**src/rtl/dmaBytePkg.sv**
```systemverilog
package dmaBytePkg;
  localparam logic [7:0] OP_END   = 8'h00;
  localparam logic [7:0] OP_LOAD  = 8'h04;
  localparam logic [7:0] OP_STORE = 8'h08;
  localparam logic [7:0] OP_RBAR  = 8'h12;
  localparam logic [7:0] OP_WBAR  = 8'h13;
  localparam logic [7:0] OP_NOP   = 8'h18;
  localparam logic [7:0] OP_LOOP0 = 8'h20;
  localparam logic [7:0] OP_LOOP1 = 8'h22;
  localparam logic [7:0] OP_EVENT = 8'h34;
  localparam logic [7:0] OP_LEND0 = 8'h38;
  localparam logic [7:0] OP_LEND1 = 8'h3C;
  localparam logic [7:0] OP_MOVE  = 8'hBC;

  typedef enum logic [1:0] {ST_IDLE, ST_RUN, ST_ARGS} engState_t;

  // strobes from control to datapath, one cycle each
  typedef struct packed {
    logic loadPc;
    logic pcInc;
    logic pcBranch;
    logic latchSel;
    logic shiftImm;
    logic writeReg;
    logic loadCnt;
    logic decCnt;
    logic cntSel;
    logic issueLoad;
    logic issueStore;
    logic fireEvent;
    logic setFault;
    logic clrFault;
  } engStrobe_t;
endpackage

```
**src/rtl/dmaByteCtrl.sv**
```systemverilog
module dmaByteCtrl
  import dmaBytePkg::*;
#(
  parameter int ADDR_W = 32
) (
  input  logic       clk,
  input  logic       rstN,
  input  logic       startValid,
  input  logic [7:0] progData,
  input  logic [1:0] cntZero,
  input  logic       outZero,
  input  logic       outFull,
  output engStrobe_t strobe,
  output logic       busy
);
  localparam int MOVE_ARGS = ADDR_W / 8 + 1;
  localparam int ARG_W     = $clog2(MOVE_ARGS + 1);

  engState_t        state, nextState;
  logic [7:0]       opReg, nextOp;
  logic [ARG_W-1:0] argLeft, nextArg;
  logic             lastArg;

  assign lastArg = (argLeft == ARG_W'(1));

  always_comb begin
    strobe    = '0;
    nextState = state;
    nextOp    = opReg;
    nextArg   = argLeft;
    case (state)
      ST_IDLE: begin
        if (startValid) begin
          strobe.loadPc   = 1'b1;
          strobe.clrFault = 1'b1;
          nextState       = ST_RUN;
        end
      end
      ST_RUN: begin
        case (progData)
          OP_END:  nextState = ST_IDLE;
          OP_LOAD: begin
            if (!outFull) begin
              strobe.issueLoad = 1'b1;
              strobe.pcInc     = 1'b1;
            end
          end
          OP_STORE: begin
            if (!outFull) begin
              strobe.issueStore = 1'b1;
              strobe.pcInc      = 1'b1;
            end
          end
          OP_NOP:  strobe.pcInc = 1'b1;
          OP_RBAR, OP_WBAR: strobe.pcInc = outZero;
          OP_MOVE: begin
            strobe.pcInc = 1'b1;
            nextOp       = progData;
            nextArg      = ARG_W'(MOVE_ARGS);
            nextState    = ST_ARGS;
          end
          OP_LOOP0, OP_LOOP1, OP_LEND0, OP_LEND1, OP_EVENT: begin
            strobe.pcInc = 1'b1;
            nextOp       = progData;
            nextArg      = ARG_W'(1);
            nextState    = ST_ARGS;
          end
          default: begin
            strobe.setFault = 1'b1;
            nextState       = ST_IDLE;
          end
        endcase
      end
      default: begin
        nextArg = argLeft - ARG_W'(1);
        if (lastArg) nextState = ST_RUN;
        case (opReg)
          OP_MOVE: begin
            strobe.pcInc    = 1'b1;
            strobe.latchSel = (argLeft == ARG_W'(MOVE_ARGS));
            strobe.shiftImm = (argLeft != ARG_W'(MOVE_ARGS));
            strobe.writeReg = lastArg;
          end
          OP_LOOP0, OP_LOOP1: begin
            strobe.pcInc   = 1'b1;
            strobe.loadCnt = 1'b1;
            strobe.cntSel  = opReg[1];
          end
          OP_LEND0, OP_LEND1: begin
            strobe.cntSel = opReg[2];
            if (cntZero[opReg[2]]) strobe.pcInc = 1'b1;
            else begin
              strobe.pcBranch = 1'b1;
              strobe.decCnt   = 1'b1;
            end
          end
          OP_EVENT: begin
            strobe.pcInc     = 1'b1;
            strobe.fireEvent = 1'b1;
          end
          default: strobe.pcInc = 1'b1;
        endcase
      end
    endcase
  end

  always_ff @(posedge clk or negedge rstN) begin
    if (!rstN) begin
      state   <= ST_IDLE;
      opReg   <= OP_END;
      argLeft <= '0;
    end else begin
      state   <= nextState;
      opReg   <= nextOp;
      argLeft <= nextArg;
    end
  end

  assign busy = (state != ST_IDLE);
endmodule

```
**src/rtl/dmaByteDatapath.sv**
```systemverilog
module dmaByteDatapath
  import dmaBytePkg::*;
#(
  parameter int ADDR_W          = 32,
  parameter int LOOP_W          = 8,
  parameter int NUM_LOOPS       = 2,
  parameter int MAX_OUTSTANDING = 4,
  parameter int EVT_W           = 5
) (
  input  logic              clk,
  input  logic              rstN,
  input  engStrobe_t        strobe,
  input  logic [7:0]        progData,
  input  logic [ADDR_W-1:0] startAddr,
  input  logic              memAck,
  output logic [ADDR_W-1:0] progAddr,
  output logic [1:0]        cntZero,
  output logic              outZero,
  output logic              outFull,
  output logic              memReqValid,
  output logic              memReqWrite,
  output logic [ADDR_W-1:0] memReqAddr,
  output logic [ADDR_W-1:0] memReqCtrl,
  output logic              evtValid,
  output logic [EVT_W-1:0]  evtNum,
  output logic              fault,
  output logic [ADDR_W-1:0] faultPc
);
  localparam int OUT_W = $clog2(MAX_OUTSTANDING + 1);

  logic [ADDR_W-1:0] pcReg, srcReg, dstReg, ctlReg, immReg, immNext;
  logic [2:0]        selReg;
  logic [OUT_W-1:0]  outCnt;
  logic              issue;

  assign immNext = {progData, immReg[ADDR_W-1:8]};
  assign issue   = strobe.issueLoad | strobe.issueStore;

  always_ff @(posedge clk or negedge rstN) begin
    if (!rstN) begin
      pcReg <= '0;
    end else if (strobe.loadPc) begin
      pcReg <= startAddr;
    end else if (strobe.pcBranch) begin
      pcReg <= pcReg - ADDR_W'(1) - ADDR_W'(progData);
    end else if (strobe.pcInc) begin
      pcReg <= pcReg + ADDR_W'(1);
    end
  end

  always_ff @(posedge clk or negedge rstN) begin
    if (!rstN) begin
      srcReg <= '0;
      dstReg <= '0;
      ctlReg <= '0;
      immReg <= '0;
      selReg <= '0;
    end else begin
      if (strobe.latchSel) selReg <= progData[2:0];
      if (strobe.shiftImm) immReg <= immNext;
      if (strobe.writeReg) begin
        case (selReg)
          3'd0:    srcReg <= immNext;
          3'd1:    ctlReg <= immNext;
          3'd2:    dstReg <= immNext;
          default: ;
        endcase
      end
    end
  end

  // one counter per loop level
  for (genvar g = 0; g < NUM_LOOPS; g++) begin : gLoop
    logic [LOOP_W-1:0] cnt;
    always_ff @(posedge clk or negedge rstN) begin
      if (!rstN) cnt <= '0;
      else if (strobe.cntSel == 1'(g)) begin
        if (strobe.loadCnt)     cnt <= progData[LOOP_W-1:0];
        else if (strobe.decCnt) cnt <= cnt - LOOP_W'(1);
      end
    end
    assign cntZero[g] = (cnt == '0);
  end

  always_ff @(posedge clk or negedge rstN) begin
    if (!rstN) outCnt <= '0;
    else outCnt <= outCnt + OUT_W'(issue) - OUT_W'(memAck);
  end
  assign outZero = (outCnt == '0);
  assign outFull = (outCnt == OUT_W'(MAX_OUTSTANDING));

  always_ff @(posedge clk or negedge rstN) begin
    if (!rstN) begin
      memReqValid <= 1'b0;
      memReqWrite <= 1'b0;
      memReqAddr  <= '0;
      memReqCtrl  <= '0;
      evtValid    <= 1'b0;
      evtNum      <= '0;
      fault       <= 1'b0;
      faultPc     <= '0;
    end else begin
      memReqValid <= issue;
      evtValid    <= strobe.fireEvent;
      if (issue) begin
        memReqWrite <= strobe.issueStore;
        memReqAddr  <= strobe.issueStore ? dstReg : srcReg;
        memReqCtrl  <= ctlReg;
      end
      if (strobe.fireEvent) evtNum <= progData[7:8-EVT_W];
      if (strobe.setFault) begin
        fault   <= 1'b1;
        faultPc <= pcReg;
      end else if (strobe.clrFault) begin
        fault <= 1'b0;
      end
    end
  end

  assign progAddr = pcReg;
endmodule

```
**src/rtl/dmaByteEngine.sv**
```systemverilog
module dmaByteEngine
  import dmaBytePkg::*;
#(
  parameter int ADDR_W          = 32,
  parameter int LOOP_W          = 8,
  parameter int MAX_OUTSTANDING = 4,
  parameter int EVT_W           = 5
) (
  input  logic              clk,
  input  logic              rstN,
  input  logic              startValid,
  input  logic [ADDR_W-1:0] startAddr,
  output logic [ADDR_W-1:0] progAddr,
  input  logic [7:0]        progData,
  output logic              memReqValid,
  output logic              memReqWrite,
  output logic [ADDR_W-1:0] memReqAddr,
  output logic [ADDR_W-1:0] memReqCtrl,
  input  logic              memAck,
  output logic              evtValid,
  output logic [EVT_W-1:0]  evtNum,
  output logic              busy,
  output logic              fault,
  output logic [ADDR_W-1:0] faultPc
);
  engStrobe_t strobe;
  logic [1:0] cntZero;
  logic       outZero, outFull;

  dmaByteCtrl #(.ADDR_W(ADDR_W)) ctrl_i (
    .clk(clk), .rstN(rstN), .startValid(startValid), .progData(progData),
    .cntZero(cntZero), .outZero(outZero), .outFull(outFull),
    .strobe(strobe), .busy(busy)
  );

  dmaByteDatapath #(
    .ADDR_W(ADDR_W), .LOOP_W(LOOP_W), .NUM_LOOPS(2),
    .MAX_OUTSTANDING(MAX_OUTSTANDING), .EVT_W(EVT_W)
  ) dp_i (
    .clk(clk), .rstN(rstN), .strobe(strobe), .progData(progData),
    .startAddr(startAddr), .memAck(memAck), .progAddr(progAddr),
    .cntZero(cntZero), .outZero(outZero), .outFull(outFull),
    .memReqValid(memReqValid), .memReqWrite(memReqWrite),
    .memReqAddr(memReqAddr), .memReqCtrl(memReqCtrl),
    .evtValid(evtValid), .evtNum(evtNum), .fault(fault), .faultPc(faultPc)
  );
endmodule

```
**config.mk**
```make
export PLATFORM = sky130hd
export DESIGN_NAME = dmaByteEngine
export DESIGN_NICKNAME = d
export VERILOG_FILES = /design/src/rtl/dmaBytePkg.sv /design/src/rtl/dmaByteCtrl.sv /design/src/rtl/dmaByteDatapath.sv /design/src/rtl/dmaByteEngine.sv
export SDC_FILE = /design/constraint.sdc
export NUM_CORES = 1
export LEC_CHECK = 0
export CAP_MARGIN = 40
export CORE_AREA = 2 2 201 203
export DETAILED_ROUTE_END_ITERATION = 10
export DIE_AREA = 0 0 203 205
export PLACE_DENSITY = 0.63
export SLEW_MARGIN = 25
export SYNTH_ARGS = -nofsm -noshare
export SYNTH_HDL_FRONTEND = slang
export SYNTH_SLANG_ARGS = --single-unit
export TNS_END_PERCENT = 1
```
**constraint.sdc**
```tcl
create_clock -name clk -period 2.67 [get_ports clk]
set_input_delay 0.534 -clock clk [delete_from_list [all_inputs] [get_ports clk]]
set_output_delay 0.534 -clock clk [all_outputs]
set_load 0.005 [all_outputs]
```
==> out/metrics.cfg <==
[critical_path]
rrSetupSlack_ns = -0.12
worstSetupEndpointType = flip-flop
worstPathRequired_ns = 3.07
r2r_end = dp_i.progAddr[27]$_DFFE_PN0P_
worstPathArrival_ns = 3.19
worst_r2r_path_depth = 7
crit_path_max_fanout = 4
startpoint_type = flip-flop
crit_type = reg2reg
worst_r2r_startpoint = dp_i.progAddr[10]$_DFFE_PN0P_

[floorplanning]
floorplan.initialDensity = 0.348
coreArea_um2 = 39400
floorplan.io_pins = 182
dieArea_um2 = 41600
die_width_um = 203
placement_rows = 73
die_height_um = 205

[clock_network]
clockRootBuffer = sky130_fd_sc_hd__clkbuf_16
cts_buffers = 34
clk-insertion-delay-late_ns = 0.53
clockBufferDepth = 3
clkSinkCount = 292
htree_num_levels = 2
clk_transition_reported_paths_ns = 0.06
cts_tree = yes

[status]
violations_in_the_final_reports = setup timing
status = finished with violations

[timing]
final-hold-violation-count = 0
worst_clock_skew_ns = 0.0156
slew_headroom = 0.652
fmax_mhz = 358
fin_crit_sh = 1.05
fin_tns_setup_ns = -0.467
timing.final.ws_setup_ns = -0.124
hold_ws_ns = 0.464
setup_failing_eps_final = 9
rsz0062_at_grt = yes
finalMaxSlewViolations = 0
final.min_clock_period_ns = 2.79
max_slew.worst_pin.slew_ns = 0.520

[synthesis]
synth-main-ff-cell = sky130_fd_sc_hd__dfrtp_1
syn_nets = 1334
ys_warn_count = 0
synthesis_stage_register_bit_count = 292
portion_of_the_post_synthesis_area_used_by_sequential_elements = 0.533
post_synth_inst_count = 1271
mapped_avg_cell_area_um2 = 10.8
post_synth_num_cell_types = 79
syn-cell-area_um2 = 13700
async_reset_ff_frac = 1.00
yosysTopAreaCell = sky130_fd_sc_hd__dfrtp_1
post_synth_main_area_contributors = sky130_fd_sc_hd__dfrtp_1, sky130_fd_sc_hd__mux2_2, sky130_fd_sc_hd__nand2_1
post_synth_edffs = 0
synth_largest_type_area_fraction = 0.533

[global_route]
vias_in_the_first_global_route = 11300
grt-ovfl-total = 0
grt_util_all_layers = 0.189
initial_antenna_violation_count = 1
grt_max_degree = 70
grt_pass1_wl_mm = 62.3

[detailed_routing]
top_layer_used = met5
antenna_left = 0
wire_per_inst_um = 18.5
drt_iter0_drc = 576
met2_wirelength_mm = 19.2
drt-pass1-iter-count = 6
drc = 0
avgViaCountPerCell = 5.15
m1WireLength_mm = 17.0
routed-via-count = 11000
routed-wl-met3_mm = 2.00
total_routed_wirelength_mm = 39.4

[layout]
seqCellArea_um2 = 7310
multi_input_comb_area_um2 = 6240
layout-drive-gt1-share = 0.271
finish.instance_area_um2 = 18700
syn2layout_area_growth_pct = 36.7
postLayoutCoreUtil = 0.476
layout.nets = 1650
antennaDiodeCount = 0
layout.filler_cells = 3643

[placed_design]
dpl-instance-area_um2 = 17400
globalplace.congestion = 0.882
buffer_ports.inserted = 181
dp_hpwl_mm = 27.7

[min_path]
hold_path_startpoint = dp_i.ctlReg[9]$_DFFE_PN0P_
hold_path_depth = 2
hold_path.class = reg2reg
hold_end = dp_i.memReqCtrl[9]$_DFFE_PN0N_

[job]
cap_violations = 0

[pwr]
power.leakage_nw = 8.89
power-per-cell-area_nw_per_um2 = 796
vdd_ir_drop_max_v = 0.000643

flip-flops by register name (all words and copies together), names as in the netlist, 5 cells and up:
signal           count
dp_i.gLoop.cnt      16
ctrl_i.opReg         8
dp_i.progAddr       32
dp_i.faultPc        32
dp_i.ctlReg         32
dp_i.evtNum          5
dp_i.immReg         24
dp_i.memReqAddr     32
dp_i.srcReg         32
dp_i.memReqCtrl     32
dp_i.dstReg         32
worst max path at each step:
stage / slack, ns / cells past startpoint / end / start
floorplan: -0.24 / 12 / dp_i.progAddr[18]$_DFFE_PN0P_ / progData[0]
global placement: -0.83 / 11 / dp_i.progAddr[14]$_DFFE_PN0P_ / progData[5]
detailed placement: -0.90 / 13 / dp_i.progAddr[14]$_DFFE_PN0P_ / progData[0]
CTS: -0.15 / 10 / dp_i.progAddr[18]$_DFFE_PN0P_ / dp_i.gLoop[1].cnt[0]$_DFFE_PN0P_
global route: -0.18 / 11 / dp_i.progAddr[27]$_DFFE_PN0P_ / dp_i.gLoop[0].cnt[0]$_DFFE_PN0P_
finish: -0.12 / 7 / dp_i.progAddr[27]$_DFFE_PN0P_ / dp_i.progAddr[10]$_DFFE_PN0P_
repair_timing:
item	in CTS	in global routing
hold buffers	1	0
pin swaps	11	10
setup buffers	3	3
endpoints found under the hold margin	54	0
gates resized for setup	31	22
cloned	1	0
endpoints found under the setup margin	25	58
where the power goes:
part           internal [mW]  total (mW)  leakage (nW)  switching, mW
Sequential              5.01        5.52          3.80          0.504
Clock                   2.66        4.50         0.526           1.84
Combinational           2.60        4.89          4.56           2.29
worst max-delay path, stage by stage, from the launching register on:
cell and delay (ns):
sky130_fd_sc_hd__dfrtp_1 0.38, sky130_fd_sc_hd__or4_4 0.54, sky130_fd_sc_hd__or4_4 0.52, sky130_fd_sc_hd__or4_4 0.48, sky130_fd_sc_hd__o2bb2ai_4 0.17, sky130_fd_sc_hd__o21ai_2 0.08
sky130_fd_sc_hd__and3_1 0.17, sky130_fd_sc_hd__or3_1 0.33
logic make-up (layout without fill, tap and decap cells):
| family | Yosys count | after routing | share of synthesized area |
|---|---|---|---|
| adder cells (fa/ha/maj) | 19 | 19 | 0.0184 |
| AO/OA/AOI/OAI | 249 | 249 | 0.119 |
| AND/OR/NAND/NOR | 396 | 396 | 0.136 |
| flip-flops | 292 | 292 | 0.533 |
| XOR/XNOR | 15 | 15 | 0.00958 |
| buffers and inverters | 107 | 441 | 0.0300 |
| multiplexers | 193 | 193 | 0.155 |
synth_stat cells (12+ instances only):
library cell / count
sky130_fd_sc_hd__and3_1: 13
sky130_fd_sc_hd__a21oi_1: 34
sky130_fd_sc_hd__ha_1: 17
sky130_fd_sc_hd__nand2_1: 195
sky130_fd_sc_hd__nor2_1: 61
sky130_fd_sc_hd__nand3_1: 18
sky130_fd_sc_hd__o21ai_0: 96
sky130_fd_sc_hd__a21o_1: 14
sky130_fd_sc_hd__nor3_1: 24
sky130_fd_sc_hd__nand4_1: 14
sky130_fd_sc_hd__mux2i_1: 44
sky130_fd_sc_hd__clkbuf_1: 67
sky130_fd_sc_hd__dfrtp_1: 292
sky130_fd_sc_hd__mux2_2: 149
sky130_fd_sc_hd__a211oi_1: 14
sky130_fd_sc_hd__xnor2_1: 12
sky130_fd_sc_hd__or3_1: 12
sky130_fd_sc_hd__inv_1: 29
layer usage:
metal | vias up | track usage
met2 | 290 | 0.327
li1 | 5158 | -
met3 | 68 | 0.0345
met1 | 5461 | 0.240
met5 | - | 0
met4 | 2 | 0.0613
layout make-up:
| cell class | instances | area share |
|---|---|---|
| multi-input combinational | 872 | 0.333 |
| inverter | 30 | 0.00628 |
| timing repair buffer | 357 | 0.179 |
| clock buffer | 47 | 0.0524 |
| sequential | 292 | 0.390 |
| clock inverter | 7 | 0.00441 |
| tap | 525 | 0.0351 |
stage by stage:
| stage | std cells | setup WS [ns] | total power, mW |
|---|---|---|---|
| after floorplan | 1271 | -0.242 | 7.67 |
| after global routing | 2130 | -0.180 | 15.7 |
| after detailed placement | 2068 | -0.895 | 10.3 |
| final | 2130 | -0.124 | 14.9 |
| after CTS | 2127 | -0.147 | 15.0 |
| after global placement | 2068 | -0.828 | 10.2 |
layout by cell type, fill, tap and decap left out, types with 14 or more instances in the layout:
master	count
sky130_fd_sc_hd__dfrtp_1	292
sky130_fd_sc_hd__nand2_1	194
sky130_fd_sc_hd__clkdlybuf4s50_1	175
sky130_fd_sc_hd__buf_4	158
sky130_fd_sc_hd__mux2_2	149
sky130_fd_sc_hd__o21ai_0	89
sky130_fd_sc_hd__nor2_1	60
sky130_fd_sc_hd__mux2i_1	44
sky130_fd_sc_hd__clkbuf_16	35
sky130_fd_sc_hd__a21oi_1	33
sky130_fd_sc_hd__inv_1	23
sky130_fd_sc_hd__nor3_1	19
sky130_fd_sc_hd__nand3_1	16
sky130_fd_sc_hd__a21o_1	14
sky130_fd_sc_hd__nand4_1	14
sky130_fd_sc_hd__ha_1	14
sky130_fd_sc_hd__buf_12	14
Power figures use the tool's default switching activity.
